--- config.mk ---
export PLATFORM = sky130hd
export DESIGN_NAME = pil_irq_ctrl
export DESIGN_NICKNAME = d
export VERILOG_FILES = /design/src/rtl/pil_irq_pkg.sv /design/src/rtl/pil_sync.sv /design/src/rtl/pil_capture.sv /design/src/rtl/pil_map_out.sv /design/src/rtl/pil_irq_ctrl.sv
export SDC_FILE = /design/constraint.sdc
export NUM_CORES = 1
export LEC_CHECK = 0
export BUFFER_PORTS_ARGS = -buffer_cell sky130_fd_sc_hd__buf_2
export CAP_MARGIN = 20
export CORE_MARGIN = 2
export CORE_UTILIZATION = 40
export CTS_BUF_LIST = sky130_fd_sc_hd__clkbuf_4
export CTS_CLUSTER_DIAMETER = 100
export DETAILED_ROUTE_END_ITERATION = 16
export PLACE_DENSITY = 0.7
export SLEW_MARGIN = 20
export SYNTH_ARGS = -nofsm -noshare
export SYNTH_HDL_FRONTEND = slang
export SYNTH_HIERARCHICAL = 1
export SYNTH_SLANG_ARGS = --single-unit
--- constraint.sdc ---
create_clock -name clk -period 0.95 [get_ports clk]
set_input_delay 0 -clock clk [delete_from_list [all_inputs] [get_ports clk]]
set_output_delay 0 -clock clk [all_outputs]
set_load 0.02 [all_outputs]
--- src/rtl/pil_irq_pkg.sv ---
package pil_irq_pkg;

    localparam int SRC_N      = 8;
    localparam int PIL_N      = 16;
    localparam int PIL_NUM_W  = $clog2(PIL_N);
    localparam int CTRL_W     = 8;
    localparam int EN_BIT     = 0;

    localparam logic [CTRL_W-1:0] CTRL_RESET = 8'h01;
    localparam logic [CTRL_W-1:0] CTRL_KEEP  = 8'hBF;

    typedef logic [PIL_NUM_W-1:0] pil_num_t;

    typedef struct packed {
        logic [PIL_N-1:0] lines;
        pil_num_t         top;
    } pil_out_t;

    // Fixed request-to-level table; unlisted positions resolve to level 0.
    function automatic pil_num_t src_level(input int idx);
        pil_num_t lvl;
        case (idx)
            1:       lvl = pil_num_t'(1);
            2:       lvl = pil_num_t'(4);
            3:       lvl = pil_num_t'(6);
            4:       lvl = pil_num_t'(8);
            5:       lvl = pil_num_t'(10);
            7:       lvl = pil_num_t'(14);
            default: lvl = '0;
        endcase
        return lvl;
    endfunction

    function automatic logic src_is_live(input int idx);
        return src_level(idx) != '0;
    endfunction

endpackage

--- src/rtl/pil_sync.sv ---
module pil_sync #(
    parameter int W      = 8,
    parameter int STAGES = 2
) (
    input  logic         clk,
    input  logic         rst,
    input  logic [W-1:0] d_i,
    output logic [W-1:0] q_o
);
    logic [STAGES-1:0][W-1:0] chain_q;

    always_ff @(posedge clk) begin
        if (rst) chain_q[0] <= '0;
        else     chain_q[0] <= d_i;
    end

    genvar s;
    generate
        for (s = 1; s < STAGES; s++) begin : g_stage
            always_ff @(posedge clk) begin
                if (rst) chain_q[s] <= '0;
                else     chain_q[s] <= chain_q[s-1];
            end
        end
    endgenerate

    assign q_o = chain_q[STAGES-1];
endmodule

--- src/rtl/pil_capture.sv ---
module pil_capture
    import pil_irq_pkg::*;
#(
    parameter int W = SRC_N
) (
    input  logic         clk,
    input  logic         rst,
    input  logic [W-1:0] sync_i,
    output logic [W-1:0] pend_o
);
    logic [W-1:0] live_mask;

    always_comb begin
        for (int i = 0; i < W; i++) live_mask[i] = src_is_live(i);
    end

    always_ff @(posedge clk) begin
        if (rst) pend_o <= '0;
        else     pend_o <= sync_i & live_mask;
    end
endmodule

--- src/rtl/pil_map_out.sv ---
module pil_map_out
    import pil_irq_pkg::*;
#(
    parameter int NSRC  = SRC_N,
    parameter int NPIL  = PIL_N,
    parameter int NUM_W = $clog2(NPIL)
) (
    input  logic             clk,
    input  logic             rst,
    input  logic [NSRC-1:0]  pend_i,
    input  logic             enable_i,
    output logic [NPIL-1:0]  lines_o,
    output logic [NUM_W-1:0] top_o
);
    logic [NPIL-1:0]  lines_n;
    logic [NUM_W-1:0] top_n;

    always_comb begin
        lines_n = '0;
        for (int p = 0; p < NPIL; p++) begin
            for (int i = 0; i < NSRC; i++) begin
                if (pend_i[i] && src_is_live(i) &&
                    (int'(src_level(i)) == p))
                    lines_n[p] = 1'b1;
            end
        end
        if (!enable_i) lines_n = '0;
    end

    always_comb begin
        top_n = '0;
        for (int p = 0; p < NPIL; p++) begin
            if (lines_n[p]) top_n = NUM_W'(p);
        end
    end

    always_ff @(posedge clk) begin
        if (rst) begin
            lines_o <= '0;
            top_o   <= '0;
        end else begin
            lines_o <= lines_n;
            top_o   <= top_n;
        end
    end
endmodule

--- src/rtl/pil_irq_ctrl.sv ---
module pil_irq_ctrl
    import pil_irq_pkg::*;
#(
    parameter int NUM_SRC     = SRC_N,
    parameter int NUM_PIL     = PIL_N,
    parameter int SYNC_STAGES = 2,
    localparam int PIL_W      = $clog2(NUM_PIL)
) (
    input  logic               clk,
    input  logic               rst,
    input  logic [NUM_SRC-1:0] src_i,
    input  logic               reg_wr_i,
    input  logic [CTRL_W-1:0]  reg_wdata_i,
    output logic [CTRL_W-1:0]  reg_rdata_o,
    output logic [NUM_PIL-1:0] pil_o,
    output logic [PIL_W-1:0]   pil_top_o
);
    logic [NUM_SRC-1:0] sync_w;
    logic [NUM_SRC-1:0] pend_w;
    logic [CTRL_W-1:0]  ctrl_q;

    always_ff @(posedge clk) begin
        if (rst)           ctrl_q <= CTRL_RESET;
        else if (reg_wr_i) ctrl_q <= reg_wdata_i & CTRL_KEEP;
    end

    assign reg_rdata_o = ctrl_q;

    pil_sync #(.W(NUM_SRC), .STAGES(SYNC_STAGES)) u_sync (
        .clk (clk),
        .rst (rst),
        .d_i (src_i),
        .q_o (sync_w)
    );

    pil_capture #(.W(NUM_SRC)) u_capture (
        .clk    (clk),
        .rst    (rst),
        .sync_i (sync_w),
        .pend_o (pend_w)
    );

    pil_map_out #(.NSRC(NUM_SRC), .NPIL(NUM_PIL), .NUM_W(PIL_W)) u_map (
        .clk      (clk),
        .rst      (rst),
        .pend_i   (pend_w),
        .enable_i (ctrl_q[EN_BIT]),
        .lines_o  (pil_o),
        .top_o    (pil_top_o)
    );
endmodule

==> run summary, run 1 <==
Detailed Route Iter0 Violations: 12
first-pass GRT wire length: 2900 um
CP Cell Sequence: nor2b_4 > buf_4 > and2_2
post-detail-place hpwl: 1160 um
failing checks: DRC
vias in the first global route: 700
die area: 3470 um2
final setup vio count: 0
number of max-cap violations: 0
CP max FO: 7
status: finished with violations
crit path from: reg_rdata_o[0]
Yosys warning count: 6
Core Area: 2810 um2
DR pass1 iterations: 10
CTS Buf Count: 5
Clock Latency Late Sink: 0.34 ns
Synth Instances: 103
Die Wd: 58.9 um
Reg2Reg Depth: 3
drt wl/cell: 9.86 um
initial antenna violation count: 0
CTS tree: built
GRT Util Overall: 0.121
DRC Markers: 5
Clock Skews: 0.0103 ns
share of cells above drive strength 1: 0.411
Fin Setup TNS: 0 ns
critical path endpoint category: register
placed cell area: 1310 um2
pwr dens: 1710 nW/um2
Vias/cell: 4.24
Antenna Cells: 0
global route overflow: 0
Max VDD drop: 0.981 mV
DRT Wirelength: 1800 um
Layout area overhead: 25.4%
R2R Path Start: reg_rdata_o[0]
min cycle time layout: 0.901 ns
hold depth: 2
total number of vias: 771
Worst EP required: 1.18 ns
cell area after synthesis: 1210 um2
DRT antenna net count: 0
H-tree levels: 2
Max Freq: 1.11 GHz
pin count of the biggest net entering global routing: 11
LEAKAGE: 0.744 nW
final net count: 169
Placer Congestion: 0.678
startpoint types: register
Sink Count: 35
slowest CP cell: dfxtp_2
Die Y-Extent: 58.9 um
hold_sp: rst
Root Driver: clkbuf_4
post-route cell area: 1510 um2
RSZ-0062 raised after global routing: false
row count: 19
Core Util, Final: 0.539
clk buf depth: 2
Clock Pin Slew Worst Setup and Hold Paths: 0.10 ns
Starting Density: 0.430
Pwr Total: 2.59 mW
CP peak stage delay: 0.34 ns
CP Class: register to register
min-delay worst type: primary input to register
syn_area_per_cell: 11.7 um2
Pins Over Slew Limit: 0
IO buf count: 32
period utilisation layout: 0.948
final hold viol count: 0
WP data arrival: 1.13 ns
Top Ports: 47
## layout make-up
cell class,count,area (um2)
fill,263,1290
sequential,35,702
multi-input combinational,58,389
timing repair buffer,50,330
clock buffer,6,45.0
tap,31,38.8
clock inverter,2,7.51
## through the flow
step                std cells  setup slack (ns)  hold slack (ns)
CTS                       181            0.0408          0.00740
global placement          159            0.0795            0.210
floorplan                 112            0.0335           0.0716
detailed placement        159            0.0588            0.212
global route              182           0.00983           0.0335
finish                    182            0.0491           0.0102
## metal layers
layer / vias up / share of wire / track usage
met2: 35 / 0.48 / 0.203
met4: 0 / 0.037 / 0.0812
met1: 341 / 0.38 / 0.107
met5: - / 0 / 0
met3: 7 / 0.094 / 0.0747
li1: 388 / - / -
## state kept, by name (all words and copies together), names as in the netlist
signal            cells
reg_rdata_o           7
u_capture/pend_o      6
u_map/lines_o         6
u_map/top_o           4
u_sync/chain_q        6
u_sync/q_o            6
## where the power goes
part	leakage, nW	internal (mW)	switching [mW]
sequential	0.287	1.52	0.0185
clock	0.0307	0.302	0.450
combinational	0.427	0.143	0.150
total	0.744	1.97	0.619
## cell usage in the layout (no fill, tap or decap)
master,count
clkinv_1,2
and2b_2,5
dlygate4sd3_1,14
o21a_1,1
buf_4,4
and2_4,1
nor2b_4,1
mux2i_1,6
nor2_1,7
conb_1,11
a211o_1,1
dfxtp_1,34
nor3_1,2
clkbuf_4,6
nor2b_1,10
o31a_2,1
nor2b_2,6
buf_2,32
dfxtp_2,1
and2_2,5
and3_1,1
## final timing paths
kind                    endpoint  slack, ns
max             u_map/lines_o[4]       0.05
min               reg_rdata_o[0]       0.01
max reg2reg     u_map/lines_o[4]       0.05
min reg2reg  u_capture/pend_o[7]       0.44
## worst max-delay path, delay by kind of cell, from the launching register on
family / cells / cell delay (ns)
buf+inv: 1 / 0.15
flops: 1 / 0.34
simple gates: 2 / 0.30
## timing repair
item                       CTS  global route
buffers inserted             0             1
setup endpoints to repair    0             1
hold endpoints to repair    14             0
gates resized for setup      0             0
hold buffers                14             0
No activity file was read; power rests on OpenSTA's default activity.
==> run 2: changes to the inputs <==
--- a/config.mk
+++ b/config.mk
@@ -7,12 +7,15 @@
 export LEC_CHECK = 0
 export BUFFER_PORTS_ARGS = -buffer_cell sky130_fd_sc_hd__buf_2
 export CAP_MARGIN = 20
+export CELL_PAD_IN_SITES_DETAIL_PLACEMENT = 1
+export CELL_PAD_IN_SITES_GLOBAL_PLACEMENT = 1
 export CORE_MARGIN = 2
-export CORE_UTILIZATION = 40
+export CORE_UTILIZATION = 39
 export CTS_BUF_LIST = sky130_fd_sc_hd__clkbuf_4
 export CTS_CLUSTER_DIAMETER = 100
 export DETAILED_ROUTE_END_ITERATION = 16
-export PLACE_DENSITY = 0.7
+export PLACE_DENSITY = 0.85
+export REMOVE_ABC_BUFFERS = 1
 export SLEW_MARGIN = 20
 export SYNTH_ARGS = -nofsm -noshare
 export SYNTH_HDL_FRONTEND = slang
==> run 2 against run 1 <==
The flow now finishes without violations; first-iteration DRC count is 50% lower; register-to-register slack barely moved; combinational power increased by 2%; clock-buffer cell count unchanged; clock skew decreased by 0.0065 ns; critical path depth is 1 higher; largest cell class unchanged; maximum frequency shrank 1.0%; global-route usage rose by 2.3 points; sequential cell count stayed put; sequential power hardly changed; sequential share of layout area fell by 0.16 points.
==> run summary, run 2 (synthesis gave the netlist of run 1 again) <==
status: completed
final hold viol count: 0
row count: 20
Setup WS post-layout: 0.0397 ns
min cycle time layout: 0.910 ns
Detailed Route Iter0 Violations: 6
Top Ports: 47
RSZ-0062 raised after global routing: false
global route overflow: 0
share of cells above drive strength 1: 0.407
CP Class: primary input to register
post-route cell area: 1520 um2
internal power: 1.97 mW
pwr dens: 1710 nW/um2
WP data arrival: 1.13 ns
H-tree levels: 2
number of max-cap violations: 0
drt wl/cell: 12.1 um
final setup vio count: 0
DR pass1 iterations: 2
CP max FO: 15
DRT Wirelength: 2210 um
Worst EP required: 1.17 ns
Top delay family on crit path: buffers and inverters
vias in the first global route: 818
# fillers: 352
Core Area: 3000 um2
Die Wd: 59.6 um
CTS Buf Count: 5
Clock Skews: 0.00382 ns
multi-input logic area: 394 um2
placed cell area: 1310 um2
Reg area: 701 um2
Setup WS pre-CTS: 0.0248 ns
Starting Density: 0.402
GRT Util Overall: 0.145
CTS tree: built
Comb pwr share: 0.116
LEAKAGE: 0.742 nW
CP peak stage delay: 0.54 ns
Max Freq: 1.10 GHz
Max VDD drop: 0.876 mV
DRC Markers: 0
clk buf depth: 2
Seq pwr share: 0.597
highest-count cells in the layout ignoring fill and taps: 35 x dfxtp_1, 32 x buf_2, 14 x dlygate4sd3_1
Placer Congestion: 0.740
die area: 3550 um2
switching share of power: 0.240
IO buf count: 32
slowest CP cell: dlygate4sd3_1
first-pass GRT wire length: 3500 um
pin count of the biggest net entering global routing: 16
startpoint types: primary input
DRT antenna net count: 0
Core Util, Final: 0.505
GRT busiest layer: met2
Worst Path Buf+Inv: 3
filler-free cell count of the finished design: 183
min-delay worst type: primary input to register
clock group share of total power: 0.287
CP Cell Sequence: dlygate4sd3_1 > buf_2 > buf_6 > and2b_2
met1 Use GR: 0.127
Min Hold Slack: 0.0884 ns
met3 usage: 0.0393
dpl cells: 160
initial antenna violation count: 0
Vias/cell: 4.27
Pwr Total: 2.59 mW
max FFs per register: 7
Die Y-Extent: 59.6 um
period utilisation layout: 0.958
total number of vias: 781
Layout area overhead: 25.6%
Antenna Cells: 0
Sink Count: 35
Clock Latency Late Sink: 0.33 ns
Pins Over Slew Limit: 0
critical path endpoint category: register
commonest non-fill, non-tap cell in the layout: dfxtp_1
final net count: 168
Psw: 0.623 mW
met2 GRT Util: 0.265
Clock Pin Slew Worst Setup and Hold Paths: 0.09 ns
Root Driver: clkbuf_4
Fin Setup TNS: 0 ns
-- run 2: cell types whose count changed in the layout (fill, tap and decap cells not counted) --
cell | before | now
dfxtp_2 | 1 | 0
buf_4 | 4 | 2
buf_6 | 0 | 1
dfxtp_1 | 34 | 35
nor3_2 | 0 | 1
nor3_1 | 2 | 1
-- run 2: final cells by class --
cell class / instances / area share
timing repair buffer: 49 / 0.216
multi-input combinational: 58 / 0.260
tap: 33 / 0.0273
clock inverter: 2 / 0.00495
sequential: 35 / 0.462
clock buffer: 6 / 0.0297
-- run 2: worst paths after layout --
path	slack, ns	startpoint	cells past startpoint	end
worst min-delay path	0.09	reg_wr_i	2	reg_rdata_o[0]
worst max-delay path	0.04	rst	4	u_sync/q_o[7]
worst min register to register	0.45	u_sync/chain_q[4]	1	u_sync/q_o[4]
worst max register to register	0.06	reg_rdata_o[0]	3	u_map/top_o[0]
-- run 2: power groups by stage --
stage	clock, mW	sequential, mW	combinational (mW)
after global routing	0.839	1.55	0.326
after floorplan	0	1.61	0.112
after detailed placement	0	1.58	0.245
after global placement	0	1.57	0.235
after CTS	0.784	1.54	0.290
final	0.745	1.55	0.300
-- run 2: what timing repair did --
item,in CTS,in global routing
setup endpoints to repair,0,5
gates resized for setup,0,2
setup buffers,0,1
endpoints found under the hold margin,13,0
hold buffers,14,0
-- run 2: metal layers --
layer | wire length, um | vias to the layer above
met2 | 1210 | 30
met3 | 112 | 6
met1 | 810 | 361
li1 | - | 384
met5 | 0 | -
met4 | 76 | 0
==> run 3: changes to the inputs <==
--- a/config.mk
+++ b/config.mk
@@ -10,14 +10,14 @@
 export CELL_PAD_IN_SITES_DETAIL_PLACEMENT = 1
 export CELL_PAD_IN_SITES_GLOBAL_PLACEMENT = 1
 export CORE_MARGIN = 2
-export CORE_UTILIZATION = 39
+export CORE_UTILIZATION = 36
 export CTS_BUF_LIST = sky130_fd_sc_hd__clkbuf_4
 export CTS_CLUSTER_DIAMETER = 100
 export DETAILED_ROUTE_END_ITERATION = 16
-export PLACE_DENSITY = 0.85
+export MAX_ROUTING_LAYER = met4
+export PLACE_DENSITY = 0.83
 export REMOVE_ABC_BUFFERS = 1
 export SLEW_MARGIN = 20
 export SYNTH_ARGS = -nofsm -noshare
 export SYNTH_HDL_FRONTEND = slang
-export SYNTH_HIERARCHICAL = 1
 export SYNTH_SLANG_ARGS = --single-unit
==> run 3 against run 2 <==
Register-to-register slack barely moved; design area fell by 0.83%; non-clock buffer count fell by 1; combinational power fell by 2%; setup slack improved by 0.029 ns.
==> run summary, run 3 <==
status: completed
Core Area: 3000 um2
startpoint types: primary input
max FFs per register: 7
final setup vio count: 0
pwr dens: 1900 nW/um2
WP data arrival: 1.11 ns
ys flop type: dfxtp_1
Reg area: 701 um2
clk buf depth: 2
Detailed Route Iter0 Violations: 9
share of cells above drive strength 1: 0.291
Clock Skews: 0.00913 ns
H-tree levels: 2
CP Class: primary input to register
Yosys warning count: 0
Clock Pin Slew Worst Setup and Hold Paths: 0.10 ns
fraction of registers with async set/reset: 0
# fillers: 342
Root Driver: clkbuf_4
postcts setup bufs: 0
CTS tree: built
LEAKAGE: 0.736 nW
most frequent cell after synthesis: dfxtp_1
Die Wd: 59.9 um
commonest non-fill, non-tap cell in the layout: dfxtp_1
pin count of the biggest net entering global routing: 25
Setup WS pre-CTS: 0.0913 ns
hold-fix buffer count after cts: 14
IO buf count: 32
Worst EP required: 1.18 ns
Starting Density: 0.375
CP Cell Sequence: dlygate4sd3_1 > buf_2 > buf_12 > and2b_1
row count: 20
Max VDD drop: 0.749 mV
Sink Count: 35
global route overflow: 0
Post-synth EDFFs: 0
Placer Congestion: 0.689
switching share of power: 0.219
min-delay worst type: primary input to register
period utilisation layout: 0.928
Antenna Cells: 0
number of max-cap violations: 0
vias in the first global route: 723
Fin Setup TNS: 0 ns
highest-count cells in the layout ignoring fill and taps: 35 x dfxtp_1, 32 x buf_2, 18 x nor2b_1
DRT antenna net count: 0
drt wl/cell: 12.4 um
Yosys reg bits: 35
clock group share of total power: 0.356
Die Y-Extent: 59.9 um
Synth area leaders: dfxtp_1 62%, nor2b_1 10%, buf_4 8.0%
final hold viol count: 0
internal power: 2.23 mW
total number of vias: 778
initial antenna violation count: 0
critical path endpoint category: register
final net count: 167
top cells by count, synth: 35 x dfxtp_1, 18 x nor2b_1, 12 x buf_4
Psw: 0.625 mW
syn_area_per_cell: 11.5 um2
RSZ-0062 raised after global routing: false
DRC Markers: 0
CP max FO: 24
GRT Util Overall: 0.143
first-pass GRT wire length: 3280 um
die area: 3590 um2
CTS Buf Count: 5
Max Freq: 1.13 GHz
Synth top area share: 0.622
post-synth top area cell: dfxtp_1
Pins Over Slew Limit: 0
min cycle time layout: 0.881 ns
slowest CP cell: dlygate4sd3_1
met1 Use GR: 0.124
post-synthesis sequential area ratio: 0.622
multi-input logic area: 358 um2
GRT busiest layer: met2
DRT Wirelength: 2240 um
met2 GRT Util: 0.241
Comb pwr share: 0.103
Top Ports: 47
cell area after synthesis: 1130 um2
DR pass1 iterations: 2
Synth Instances: 98
Seq pwr share: 0.541
post-CTS resize count: 0
Clock Latency Late Sink: 0.33 ns
Netlist cell types: 16
Setup WS post-layout: 0.0689 ns
CP peak stage delay: 0.55 ns
Vias/cell: 4.30
Layout area overhead: 33.4%
met3 usage: 0.0779
run 3: stage by stage:
step	hold slack [ns]	instance area, um2	utilization	power (mW)	instances
after global routing	0.0699	1500	0.500	3.00	181
final	0.0802	1500	0.500	2.86	181
after global placement	0.209	1290	0.429	1.81	160
after floorplan	0.0716	1060	-	1.71	93
after CTS	0.0362	1500	0.500	2.89	181
after detailed placement	0.213	1290	0.429	1.82	160
run 3: logic make-up (layout without fill, tap and decap cells):
family | count (synthesis) | in the layout | share of synthesized area
buf+inv | 15 | 55 | 0.0933
other cells | 1 | 11 | 0.00333
simple gates | 38 | 38 | 0.206
flops | 35 | 35 | 0.622
compound gates | 3 | 3 | 0.0222
mux | 6 | 6 | 0.0533
run 3: critical path: cells and delay by family:
family        cells  cell delay [ns]
simple gates      1             0.19
buf+inv           3             0.91
run 3: routing by layer:
metal  up-vias  share of wire
li1        381              -
met1       362           0.35
met4         0          0.028
met2        29           0.56
met5         -              0
met3         6          0.062
run 3: path summary, 6_finish.rpt:
check,startpoint,end,slack [ns],cells past startpoint
max,rst,u_sync.q_o[3],0.07,4
min,reg_wr_i,reg_rdata_o[0],0.08,2
max reg2reg,u_capture.pend_o[7],u_map.top_o[0],0.07,2
min reg2reg,u_sync.q_o[4],u_capture.pend_o[4],0.44,1
run 3: final cells by class:
cell class / count / share of cell area
Sequential cell: 35 / 0.466
Multi-Input combinational cell: 58 / 0.238
Timing Repair Buffer: 48 / 0.218
Clock buffer: 6 / 0.0300
Tap cell: 33 / 0.0275
Clock inverter: 1 / 0.0200
run 3: power by group through the flow:
stage               Sequential [mW]  Clock, mW  Combinational, mW
global placement               1.57          0              0.234
finish                         1.55       1.02              0.294
global route                   1.55       1.13              0.316
detailed placement             1.58          0              0.244
floorplan                      1.61          0              0.105
CTS                            1.55       1.06              0.288
